**src/rtl/ibp_pkg.sv**
```systemverilog
package ibp_pkg;

   localparam int unsigned MAX_CMP  = 6;
   localparam int unsigned WADDR_LO = 2;
   localparam int unsigned WADDR_HI = 28;

   typedef enum logic [1:0] {
      HSEL_NONE  = 2'b00,
      HSEL_LOWER = 2'b01,
      HSEL_UPPER = 2'b10,
      HSEL_BOTH  = 2'b11
   } hsel_e;

   typedef struct packed {
      hsel_e                      hsel;
      logic [WADDR_HI:WADDR_LO]   waddr;
      logic                       en;
   } cmp_cfg_t;

   function automatic cmp_cfg_t cfg_from_word(input logic [31:0] w);
      cmp_cfg_t c;
      c.hsel  = hsel_e'(w[31:30]);
      c.waddr = w[WADDR_HI:WADDR_LO];
      c.en    = w[0];
      return c;
   endfunction

   function automatic logic [31:0] word_from_cfg(input cmp_cfg_t c);
      logic [31:0] w;
      w = '0;
      w[31:30]              = c.hsel;
      w[WADDR_HI:WADDR_LO]  = c.waddr;
      w[0]                  = c.en;
      return w;
   endfunction

endpackage

```
**src/rtl/ibp_comparator.sv**
```systemverilog
module ibp_comparator
   import ibp_pkg::*;
#(
   parameter bit REGION_CHECK = 1'b1
) (
   input  logic        clk,
   input  logic        rst_n,
   input  logic        wr_en,
   input  logic [31:0] wdata,
   output logic [31:0] cfg_word,
   input  logic        fetch_valid,
   input  logic [31:0] fetch_addr,
   output logic        hit
);

   cmp_cfg_t cfg_q;
   logic     addr_eq;
   logic     region_ok;
   logic     half_ok;

   always_ff @(posedge clk or negedge rst_n) begin
      if (!rst_n) begin
         cfg_q <= '0;
      end else if (wr_en) begin
         cfg_q <= cfg_from_word(wdata);
      end
   end

   assign cfg_word = word_from_cfg(cfg_q);
   assign addr_eq  = (fetch_addr[WADDR_HI:WADDR_LO] == cfg_q.waddr);

   generate
      if (REGION_CHECK) begin : g_region
         assign region_ok = (fetch_addr[31:WADDR_HI+1] == '0);
      end else begin : g_alias
         assign region_ok = 1'b1;
      end
   endgenerate

   always_comb begin
      unique case (cfg_q.hsel)
         HSEL_LOWER: half_ok = ~fetch_addr[1];
         HSEL_UPPER: half_ok =  fetch_addr[1];
         HSEL_BOTH:  half_ok = 1'b1;
         default:    half_ok = 1'b0;
      endcase
   end

   assign hit = fetch_valid & cfg_q.en & addr_eq & region_ok & half_ok;

   AST_CMP_CLEARED_SILENT: assert property (@(posedge clk) disable iff (!rst_n)
      (wr_en && !wdata[0]) |=> !hit);
   AST_CMP_NONE_SILENT: assert property (@(posedge clk) disable iff (!rst_n)
      (wr_en && wdata[31:30] == 2'b00) |=> !hit);

endmodule

```
**src/rtl/ibp_prio.sv**
```systemverilog
module ibp_prio #(
   parameter int unsigned N     = 6,
   parameter int unsigned IDX_W = 3
) (
   input  logic [N-1:0]     req,
   output logic             any,
   output logic [IDX_W-1:0] idx
);

   always_comb begin
      idx = '0;
      for (int i = N - 1; i >= 0; i--) begin
         if (req[i]) idx = IDX_W'(i);
      end
   end

   assign any = |req;

endmodule

```
**src/rtl/ibp_bank.sv**
```systemverilog
module ibp_bank
   import ibp_pkg::*;
#(
   parameter int unsigned NUM_CMP      = 6,
   parameter int unsigned REG_AW       = 8,
   parameter bit          REGION_CHECK = 1'b1,
   localparam int unsigned IDX_W       = (NUM_CMP > 1) ? $clog2(NUM_CMP) : 1
) (
   input  logic              clk,
   input  logic              rst_n,
   input  logic              reg_we,
   input  logic [REG_AW-1:0] reg_addr,
   input  logic [31:0]       reg_wdata,
   output logic [31:0]       reg_rdata,
   input  logic              fetch_valid,
   input  logic [31:0]       fetch_addr,
   output logic              bkpt_req,
   output logic [IDX_W-1:0]  bkpt_idx
);

   localparam int unsigned WIDX_W    = REG_AW - 2;
   localparam int unsigned CTRL_WORD = 0;
   localparam int unsigned STAT_WORD = 1;
   localparam int unsigned CMP_WORD  = 2;
   localparam int unsigned CTRL_EN_B = 0;
   localparam int unsigned CTRL_KY_B = 1;
   localparam logic [3:0]  CMP_COUNT = 4'(NUM_CMP);

   generate
      if (NUM_CMP < 1 || NUM_CMP > MAX_CMP) begin : g_bad_count
         $error("ibp_bank: NUM_CMP out of range");
      end
      if ((2 ** REG_AW) < 4 * (CMP_WORD + NUM_CMP)) begin : g_bad_aw
         $error("ibp_bank: REG_AW too small for the register map");
      end
   endgenerate

   logic [WIDX_W-1:0]  word_idx;
   logic               ctrl_wr;
   logic               stat_wr;
   logic               glb_en_q;
   logic               flag_q;
   logic [NUM_CMP-1:0] cmp_wr;
   logic [NUM_CMP-1:0] hits;
   logic [31:0]        cmp_word [NUM_CMP];
   logic               hit_any;
   logic [IDX_W-1:0]   win_idx;

   assign word_idx = reg_addr[REG_AW-1:2];
   assign ctrl_wr  = reg_we && (word_idx == WIDX_W'(CTRL_WORD));
   assign stat_wr  = reg_we && (word_idx == WIDX_W'(STAT_WORD));

   // Global enable: only a keyed write reaches it
   always_ff @(posedge clk or negedge rst_n) begin
      if (!rst_n) begin
         glb_en_q <= 1'b0;
      end else if (ctrl_wr && reg_wdata[CTRL_KY_B]) begin
         glb_en_q <= reg_wdata[CTRL_EN_B];
      end
   end

   genvar gi;
   generate
      for (gi = 0; gi < NUM_CMP; gi++) begin : g_cmp
         localparam logic [WIDX_W-1:0] MY_WORD = WIDX_W'(CMP_WORD + gi);
         assign cmp_wr[gi] = reg_we && (word_idx == MY_WORD);
         ibp_comparator #(
            .REGION_CHECK (REGION_CHECK)
         ) u_cmp (
            .clk         (clk),
            .rst_n       (rst_n),
            .wr_en       (cmp_wr[gi]),
            .wdata       (reg_wdata),
            .cfg_word    (cmp_word[gi]),
            .fetch_valid (fetch_valid),
            .fetch_addr  (fetch_addr),
            .hit         (hits[gi])
         );
      end
   endgenerate

   ibp_prio #(
      .N     (NUM_CMP),
      .IDX_W (IDX_W)
   ) u_prio (
      .req (hits),
      .any (hit_any),
      .idx (win_idx)
   );

   // Request pulse and index, one cycle after the fetch
   always_ff @(posedge clk or negedge rst_n) begin
      if (!rst_n) begin
         bkpt_req <= 1'b0;
         bkpt_idx <= '0;
      end else begin
         bkpt_req <= hit_any & glb_en_q;
         if (hit_any & glb_en_q) bkpt_idx <= win_idx;
      end
   end

   // Sticky event flag: set beats clear
   always_ff @(posedge clk or negedge rst_n) begin
      if (!rst_n) begin
         flag_q <= 1'b0;
      end else if (hit_any & glb_en_q) begin
         flag_q <= 1'b1;
      end else if (stat_wr && reg_wdata[0]) begin
         flag_q <= 1'b0;
      end
   end

   always_comb begin
      reg_rdata = '0;
      if (word_idx == WIDX_W'(CTRL_WORD)) begin
         reg_rdata[7:4]       = CMP_COUNT;
         reg_rdata[CTRL_EN_B] = glb_en_q;
      end else if (word_idx == WIDX_W'(STAT_WORD)) begin
         reg_rdata[0] = flag_q;
      end else begin
         for (int i = 0; i < NUM_CMP; i++) begin
            if (word_idx == WIDX_W'(CMP_WORD + i)) reg_rdata = cmp_word[i];
         end
      end
   end

   AST_CTRL_NOKEY_HOLD: assert property (@(posedge clk) disable iff (!rst_n)
      (ctrl_wr && !reg_wdata[CTRL_KY_B]) |=> $stable(glb_en_q));
   AST_REQ_NEEDS_EN: assert property (@(posedge clk) disable iff (!rst_n)
      bkpt_req |-> $past(glb_en_q) && $past(fetch_valid));
   AST_REQ_SETS_FLAG: assert property (@(posedge clk) disable iff (!rst_n)
      bkpt_req |-> flag_q);
   AST_REQ_IDX_HIT: assert property (@(posedge clk) disable iff (!rst_n)
      bkpt_req |-> $past(hits[win_idx]));
   AST_WIN_LOWEST: assert property (@(posedge clk) disable iff (!rst_n)
      hit_any |-> ((hits & ((NUM_CMP'(1) << win_idx) - NUM_CMP'(1))) == '0));
   AST_REQ_HAS_SRC: assert property (@(posedge clk) disable iff (!rst_n)
      bkpt_req |-> $past($countones(hits) > 0));

endmodule

```
**config.mk**
```make
export PLATFORM = sky130hd
export DESIGN_NAME = ibp_bank
export DESIGN_NICKNAME = d
export VERILOG_FILES = /design/src/rtl/ibp_pkg.sv /design/src/rtl/ibp_comparator.sv /design/src/rtl/ibp_prio.sv /design/src/rtl/ibp_bank.sv
export SDC_FILE = /design/constraint.sdc
export NUM_CORES = 1
export LEC_CHECK = 0
export ABC_AREA = 1
export BUFFER_PORTS_ARGS = -buffer_cell sky130_fd_sc_hd__buf_2
export CAP_MARGIN = 15
export CELL_PAD_IN_SITES_DETAIL_PLACEMENT = 1
export CELL_PAD_IN_SITES_GLOBAL_PLACEMENT = 2
export CORE_ASPECT_RATIO = 1.75
export CORE_UTILIZATION = 35
export CTS_BUF_LIST = sky130_fd_sc_hd__clkbuf_8
export CTS_CLUSTER_SIZE = 24
export DETAILED_ROUTE_END_ITERATION = 12
export GPL_TIMING_DRIVEN = 0
export PLACE_DENSITY = 0.88
export SETUP_SLACK_MARGIN = 0.05
export SYNTH_ARGS = -nofsm -noshare
export SYNTH_HDL_FRONTEND = slang
export SYNTH_SLANG_ARGS = --single-unit
export TNS_END_PERCENT = 5
```
**constraint.sdc**
```tcl
create_clock -name clk -period 2.2 [get_ports clk]
set_input_delay 0.33 -clock clk [delete_from_list [all_inputs] [get_ports clk]]
set_output_delay 0.33 -clock clk [all_outputs]
set_load 0.01 [all_outputs]
```
==> results of run 1 <==
[metrics by stage]
step / utilization, % / setup TNS, ns / cell area, um2 / power, uW / worst slack, ns
after detailed placement: 38.9 / -21.95 / 12000 / 6200 / -0.550
final: 41.2 / -0.150 / 12700 / 8690 / -0.0539
after global placement: 38.8 / -439.77 / 12000 / 6130 / -2.30
after CTS: 40.9 / -0.0876 / 12600 / 8680 / -0.0348
after global routing: 41.2 / -1.43 / 12700 / 9070 / -0.138
after floorplan: - / 0 / 11000 / 5230 / 0.438
[placed cells by master, fill, tap and decap left out, types with 2 or more instances in the layout]
cell type   Yosys  final
nand2_1       602    598
o21ai_0       240    230
inv_1         202    200
dfrtp_1       186    184
nor2_1        117    112
buf_2          12     97
o21ai_1        72     81
clkbuf_1       44     36
nand3_1        34     34
a21oi_1        29     29
inv_2          27     24
buf_4          11     22
clkbuf_8        0     21
xnor2_1        14     14
o221ai_1       15     13
nand4_1         9      9
o211ai_1        8      8
nor2_4          3      7
buf_6           0      6
nor2_2          5      6
nand2_2         1      5
o22ai_1         7      5
inv_6           0      5
inv_4           0      4
buf_8           0      4
clkinvlp_4      0      3
buf_12          0      2
o22ai_2         0      2
nand2_4         2      2
clkinv_1        2      2
o21ai_2         1      2
o221ai_2        0      2
conb_1          1      2
clkinv_2        0      2
clkinv_4        0      2
bufinv_16       0      2
dfrtp_2         0      2
[worst reg2reg max path: cells and delay by family (launching register included)]
family                 cells  cell delay, ns
buffers and inverters      1            0.07
AO/OA/AOI/OAI              1            0.06
flip-flops                 1            0.39
AND/OR/NAND/NOR           11            1.53
[power breakdown]
part	total, uW	switching [uW]	internal [uW]
clock	2480	1420	1060
combinational	1790	1220	567
sequential	4420	577	3850
[metal layers]
| layer | wire [um] | GRT usage (%) | vias up |
|---|---|---|---|
| met2 | 28400 | 62.6 | 413 |
| met3 | 2430 | 4.65 | 155 |
| met4 | 4310 | 26.6 | 0 |
| li1 | - | - | 5431 |
| met1 | 21100 | 40.5 | 5890 |
| met5 | 0 | 0 | - |
[sequential cells by signal (all words and copies together), names as in the netlist]
| signal | cells |
|---|---|
| bkpt_idx | 3 |
| bkpt_req | 1 |
| flag_q | 1 |
| g_cmp.u_cmp.cfg_word | 180 |
| glb_en_q | 1 |
[cells by family after synthesis]
logic type             Yosys count
AND/OR/NAND/NOR                774
XOR/XNOR                        15
flip-flops                     186
other                            1
AO/OA/AOI/OAI                  377
buffers and inverters          300
[worst min-delay path by stage]
stage / slack [ns] / end / startpoint / cells after the start
final: 0.08 / glb_en_q / reg_wdata[1] / 3
after global placement: 0.47 / g_cmp[1].u_cmp.cfg_word[13] / g_cmp[1].u_cmp.cfg_word[13] / 2
after floorplan: 0.03 / bkpt_idx[0] / rst_n / 0
after CTS: 0.07 / glb_en_q / reg_wdata[1] / 3
after global routing: 0.09 / glb_en_q / reg_wdata[1] / 3
after detailed placement: 0.35 / g_cmp[0].u_cmp.cfg_word[4] / rst_n / 1
[repair_timing]
item | 4_1_cts | 5_1_grt
resized for setup | 57 | 32
hold endpoints to repair | 79 | 0
setup buffers | 6 | 1
endpoints found under the setup margin | 34 | 32
pin swaps | 4 | 9
gates cloned | 0 | 0
hold buffers | 1 | 0
[final cells by class]
class	instances	area [um2]
clock buffers	18	248
diodes	1	2.50
well taps	391	489
plain buffers	69	435
inverters	231	881
flip-flops and latches	186	4660
multi-input cells	1168	5230
repair buffers	104	604
clock inverters	14	158
fillers	4142	18100
==> out/metrics.cfg, run 1 <==
[run_status]
outcome = finished, violations left
violations = negative setup slack

[timing]
skew_ns = 0.0117
final_max_slew_viol_count = 0
fmax_ghz = 0.444
setup_viol = 5
worstMarginPinSlew_ns = 0.845
hold_slack_ns = 0.0841
fin_crit_ns = 2.25
fin_crit_sh_pct = 102
maxSlewHeadroom_pct = 43.6
fin_ws_ns = -0.0539
rsz0062_at_grt = yes
finalHoldViolations = 0

[power]
cellPowerDensity_mw_per_mm2 = 684
power.leakage_uw = 0.00638
vdd_ir_drop_max_mv = 0.439

[setup_path]
crit_slowest_cell = o211ai_1
critPathTopFamily = buffers and inverters
rr_startpoint = g_cmp[1].u_cmp.cfg_word[21]
worstPathMaxFanout = 6
crit_path_frequent_cell = nor2_4
endpoint_kind = output port
cpPeakStageDelay_ns = 0.29
worst-path-stages = 12
cp.arrival_ns = 1.92
path_buf_inv = 6
reg2reg_to = bkpt_idx[1]
regToRegSetupSlack_ns = 0.04
startpoint = reg_addr[6]
cp.required_ns = 1.87
r2r_cells = 13
crit_chain = buf_6 > nor2_4 > inv_2 > nor2_4 > inv_4 > nor2_4 > buf_12 > clkinvlp_4 > o211ai_1 > o21ai_1 > nand2_1 > buf_2
crit_end = reg_rdata[5]
criticalPathCategory = input pin to output port
critPathLaunchType = input pin

[logic_synthesis]
yosys_warnings = 0
syn_inst = 1653
yosysTopAreaCellShare_pct = 42.3
synth_most_common_cell = nand2_1
synth_xor_area_share_pct = 1.19
avgSynthCellArea_um2 = 6.65
synth_compound_gate_area_share_pct = 18.1
yosysSeqAreaShare_pct = 42.3
synth_flop_cell = dfrtp_1
yosys.cell_types.count = 32
synth_top_family_by_area = simple AND/OR/NAND/NOR gates
ys_seq_elements = 186
synth_area_mm2 = 0.0110
yosys-top-cells-count = 602 x nand2_1, 240 x o21ai_0, 202 x inv_1, 186 x dfrtp_1, 117 x nor2_1
synth-edff-count = 0
async_flop_share_pct = 100
synth_fa_ha_area_share_pct = 0
synth_top_area_cell = dfrtp_1
yosys.area_share.simple_pct = 27.6
synth_area_leaders = dfrtp_1 42%, nand2_1 21%, o21ai_0 11%
synthMuxAreaShare_pct = 0

[floorplan]
fp.dieH_um = 236
num_io_pins = 112
die_x_um = 136
die_area_mm2 = 0.0322
num_rows = 85
initial_core_util_pct = 35.6
core-area_mm2 = 0.0308

[cts]
cts_sinks = 186
clk_latency_ns = 0.54
cts_root_buffer = clkbuf_8
htree_num_levels = 4
clockBufferDepth = 2
cts.clk_slew.worst_paths_ns = 0.10
cts_buffers = 17
cts_tree = done

[drt]
dr.pass1.iters = 6
drt_iter0_drc = 885
via_per_inst = 5.45
wl_per_cell_um = 25.8
route.detailed.drc = 0
vias = 11900
antenna_left = 0
drt_wl_total_mm = 56.2

[place]
place.gp.congestion = 1.00
dpl.hpwl_mm = 44.5
placed_cells = 2141
port_buffers = 95

[grt]
grt.total_usage_pct = 36.4
antenna_found_initial = 1
grt_pass1_wl_mm = 80.5
grt_pass1_vias = 12000
grt.overflow.total = 0
grt_start_max_net_pins = 108

[min_path]
hold_class = input pin to flip-flop

[job]
maxCapViolCount = 0

[final_layout]
drive_above_1_share_pct = 12.6
fin_cells = 2182
syn2layout_area_growth_pct = 15.6
final_nets = 1853

Power figures use the tool's default switching activity.
==> run 2, diff against run 1 <==
SETUP_SLACK_MARGIN = 0.4   (was 0.05)
==> out/metrics.cfg, run 2 (synthesized netlist as in run 1, its figures left out) <==
[run_status]
outcome = finished, violations left  ; unchanged
violations = design-rule violations  ; was negative setup slack

[final_layout]
drive_above_1_share_pct = 16.1  ; was 12.6%
final_common_cell = nand2_1  ; unchanged
largest_reg_flops = 180  ; unchanged
seqCellArea_mm2 = 0.00466  ; about the same
multi_input_area_mm2 = 0.00539  ; was 0.00523 mm2
fillCellCount = 4111  ; was 4142
final_nets = 1874  ; was 1853
fin_cells = 2203  ; was 2182
final_cell_mix = 592 x nand2_1, 210 x o21ai_0, 196 x inv_1  ; was 598 x nand2_1, 230 x o21ai_0, 200 x inv_1
syn2layout_area_growth_pct = 20.2  ; was 15.6%

[floorplan]
fp.dieH_um = 236  ; unchanged
initial_core_util_pct = 35.6  ; unchanged
num_rows = 85  ; unchanged
num_io_pins = 112  ; unchanged
die_x_um = 136  ; unchanged
core-area_mm2 = 0.0308  ; unchanged
die_area_mm2 = 0.0322  ; unchanged

[place]
placed_cells = 2141  ; unchanged
port_buffers = 95  ; unchanged
place.gp.congestion = 1.00  ; unchanged
dpl.hpwl_mm = 44.5  ; unchanged

[timing]
maxSlewHeadroom_pct = 43.5  ; was 43.6%
setup_viol = 0  ; was 5
fmax_ghz = 0.457  ; was 0.444 GHz
rsz0062_at_grt = yes  ; unchanged
fin_crit_ns = 2.19  ; was 2.25 ns
skew_ns = 0.0142  ; was 0.0117 ns
worstMarginPinSlew_ns = 0.847  ; was 0.845 ns
fin_crit_sh_pct = 99.5  ; was 102%
final_max_slew_viol_count = 0  ; unchanged
finalHoldViolations = 0  ; unchanged

[grt]
grt_busiest_layer = met2  ; unchanged
antenna_found_initial = 1  ; unchanged
grt_pass1_vias = 12000  ; about the same
grt_util_met2_pct = 62.5  ; was 62.6%
grt.total_usage_pct = 36.5  ; was 36.4%
grt_pass1_wl_mm = 80.8  ; was 80.5 mm
grt_start_max_net_pins = 108  ; unchanged
grt.overflow.total = 0  ; unchanged
grtUsageMet3_pct = 4.90  ; was 4.65%
grt_use_met1_pct = 40.5  ; about the same

[drt]
drt_wl_total_mm = 57.5  ; was 56.2 mm
drt_iter0_drc = 931  ; was 885
dr.pass1.iters = 11  ; was 6
vias = 12100  ; was 11900
via_per_inst = 5.48  ; was 5.45
wl_per_cell_um = 26.1  ; was 25.8 um
route.detailed.drc = 2  ; was 0
antenna_left = 0  ; unchanged

[power]
clockPowerShare_pct = 28.3  ; was 28.5%
p_comb_share_pct = 21.0  ; was 20.6%
cellPowerDensity_mw_per_mm2 = 663  ; was 684 mW/mm2
p_int_uw = 5500  ; was 5470 uW
power.leakage_uw = 0.00661  ; was 0.00638 uW
p_seq_share_pct = 50.7  ; was 50.9%
power_uw = 8760  ; was 8690 uW
switching_share_pct = 37.2  ; was 37.0%
vdd_ir_drop_max_mv = 0.421  ; was 0.439 mV
p_switching_uw = 3260  ; was 3220 uW

[setup_path]
endpoint_kind = output port  ; unchanged
crit_chain = buf_6 > nor2_4 > inv_2 > nor2_4 > inv_4 > nor2_4 > buf_6 > buf_6 > clkbuf_16 > a21oi_2 > nand3_1 > o21ai_2 > inv_1 > buf_2  ; was buf_6 > nor2_4 > inv_2 > nor2_4 > inv_4 > nor2_4 > buf_12 > clkinvlp_4 > o211ai_1 > o21ai_1 > nand2_1 > buf_2
cp.arrival_ns = 1.86  ; was 1.92 ns
criticalPathCategory = input pin to output port  ; unchanged
path_buf_inv = 8  ; was 6
worstPathMaxFanout = 5  ; was 6
crit_slowest_cell = nor2_4  ; was o211ai_1
cpPeakStageDelay_ns = 0.22  ; was 0.29 ns
critPathLaunchType = input pin  ; unchanged
critPathTopFamily = buffers and inverters  ; unchanged
cp.required_ns = 1.87  ; about the same

[cts]
htree_num_levels = 4  ; unchanged
clockBufferDepth = 2  ; unchanged
cts_root_buffer = clkbuf_8  ; unchanged
cts.clk_slew.worst_paths_ns = 0.10  ; about the same
cts_buffers = 17  ; unchanged
clk_latency_ns = 0.55  ; was 0.54 ns
cts_tree = done  ; unchanged
cts_sinks = 186  ; unchanged

[job]
maxCapViolCount = 0  ; unchanged

[min_path]
hold_class = input pin to flip-flop  ; unchanged

run 2: cell types whose count changed in the layout (fill, tap and decap cells not counted), moves of 6 or more:
cell	delta
o21ai_0	-20
o21ai_2	+10
o21ai_1	+9
buf_12	+8
nor2_1	-8
buf_6	+6
nand2_1	-6
run 2: worst paths after layout:
path,start,slack (ns),end,depth (start not counted)
worst max register to register,g_cmp[1].u_cmp.cfg_word[21],0.25,bkpt_idx[0],14
worst min-delay path,reg_wdata[1],0.08,glb_en_q,3
worst min register to register,g_cmp[0].u_cmp.cfg_word[19],0.50,g_cmp[0].u_cmp.cfg_word[19],2
worst max-delay path,reg_addr[6],0.01,reg_rdata[2],14
max in group asynchronous,rst_n,0.85,g_cmp[3].u_cmp.cfg_word[24],3
min in group asynchronous,rst_n,0.32,g_cmp[0].u_cmp.cfg_word[4],2
run 2: layout make-up:
cell class              instances  area share, %
well taps                     391           3.70
repair buffers                125           6.62
flip-flops and latches        186           35.3
clock inverters                14           1.19
clock buffers                  18           1.87
plain buffers                  69           3.82
inverters                     231           6.68
diodes                          1         0.0189
multi-input cells            1168           40.8
run 2: timing repair:
item,CTS,global route
gates cloned,0,3
hold endpoints to repair,79,0
gates resized for setup,76,114
pin swaps,5,22
setup endpoints to repair,37,35
setup buffers,13,12
hold buffers,1,0
run 2: worst reg2reg max path, delay by kind of cell (launching register included):
| kind | cells | cell delay (ns) |
|---|---|---|
| AND/OR/NAND/NOR | 13 | 1.44 |
| flip-flops | 1 | 0.39 |
| buffers and inverters | 1 | 0.07 |
run 2: through the flow:
stage	instance area, um2	TNS, ns	hold slack, ns	setup slack [ns]	utilization (%)
final	13200	0	0.0817	0.0108	42.8
after global routing	13200	-0.875	0.0849	-0.0725	42.8
after CTS	12700	0	0.0746	0.0253	41.3
after detailed placement	12000	-21.95	0.347	-0.550	38.9
after global placement	12000	-439.77	0.470	-2.30	38.8
after floorplan	11000	0	0.0344	0.438	-
run 2: routing by layer:
| metal | vias up | wire, um |
|---|---|---|
| li1 | 5485 | - |
| met5 | - | 0 |
| met1 | 5916 | 21200 |
| met2 | 486 | 28500 |
| met3 | 185 | 2770 |
| met4 | 0 | 5050 |
run 2: power by group through the flow:
stage / sequential, uW / combinational (uW) / clock (uW)
finish: 4440 / 1840 / 2480
global route: 4470 / 2040 / 2630
CTS: 4400 / 1770 / 2510
detailed placement: 4460 / 1740 / 0
global placement: 4450 / 1680 / 0
floorplan: 4200 / 1020 / 0
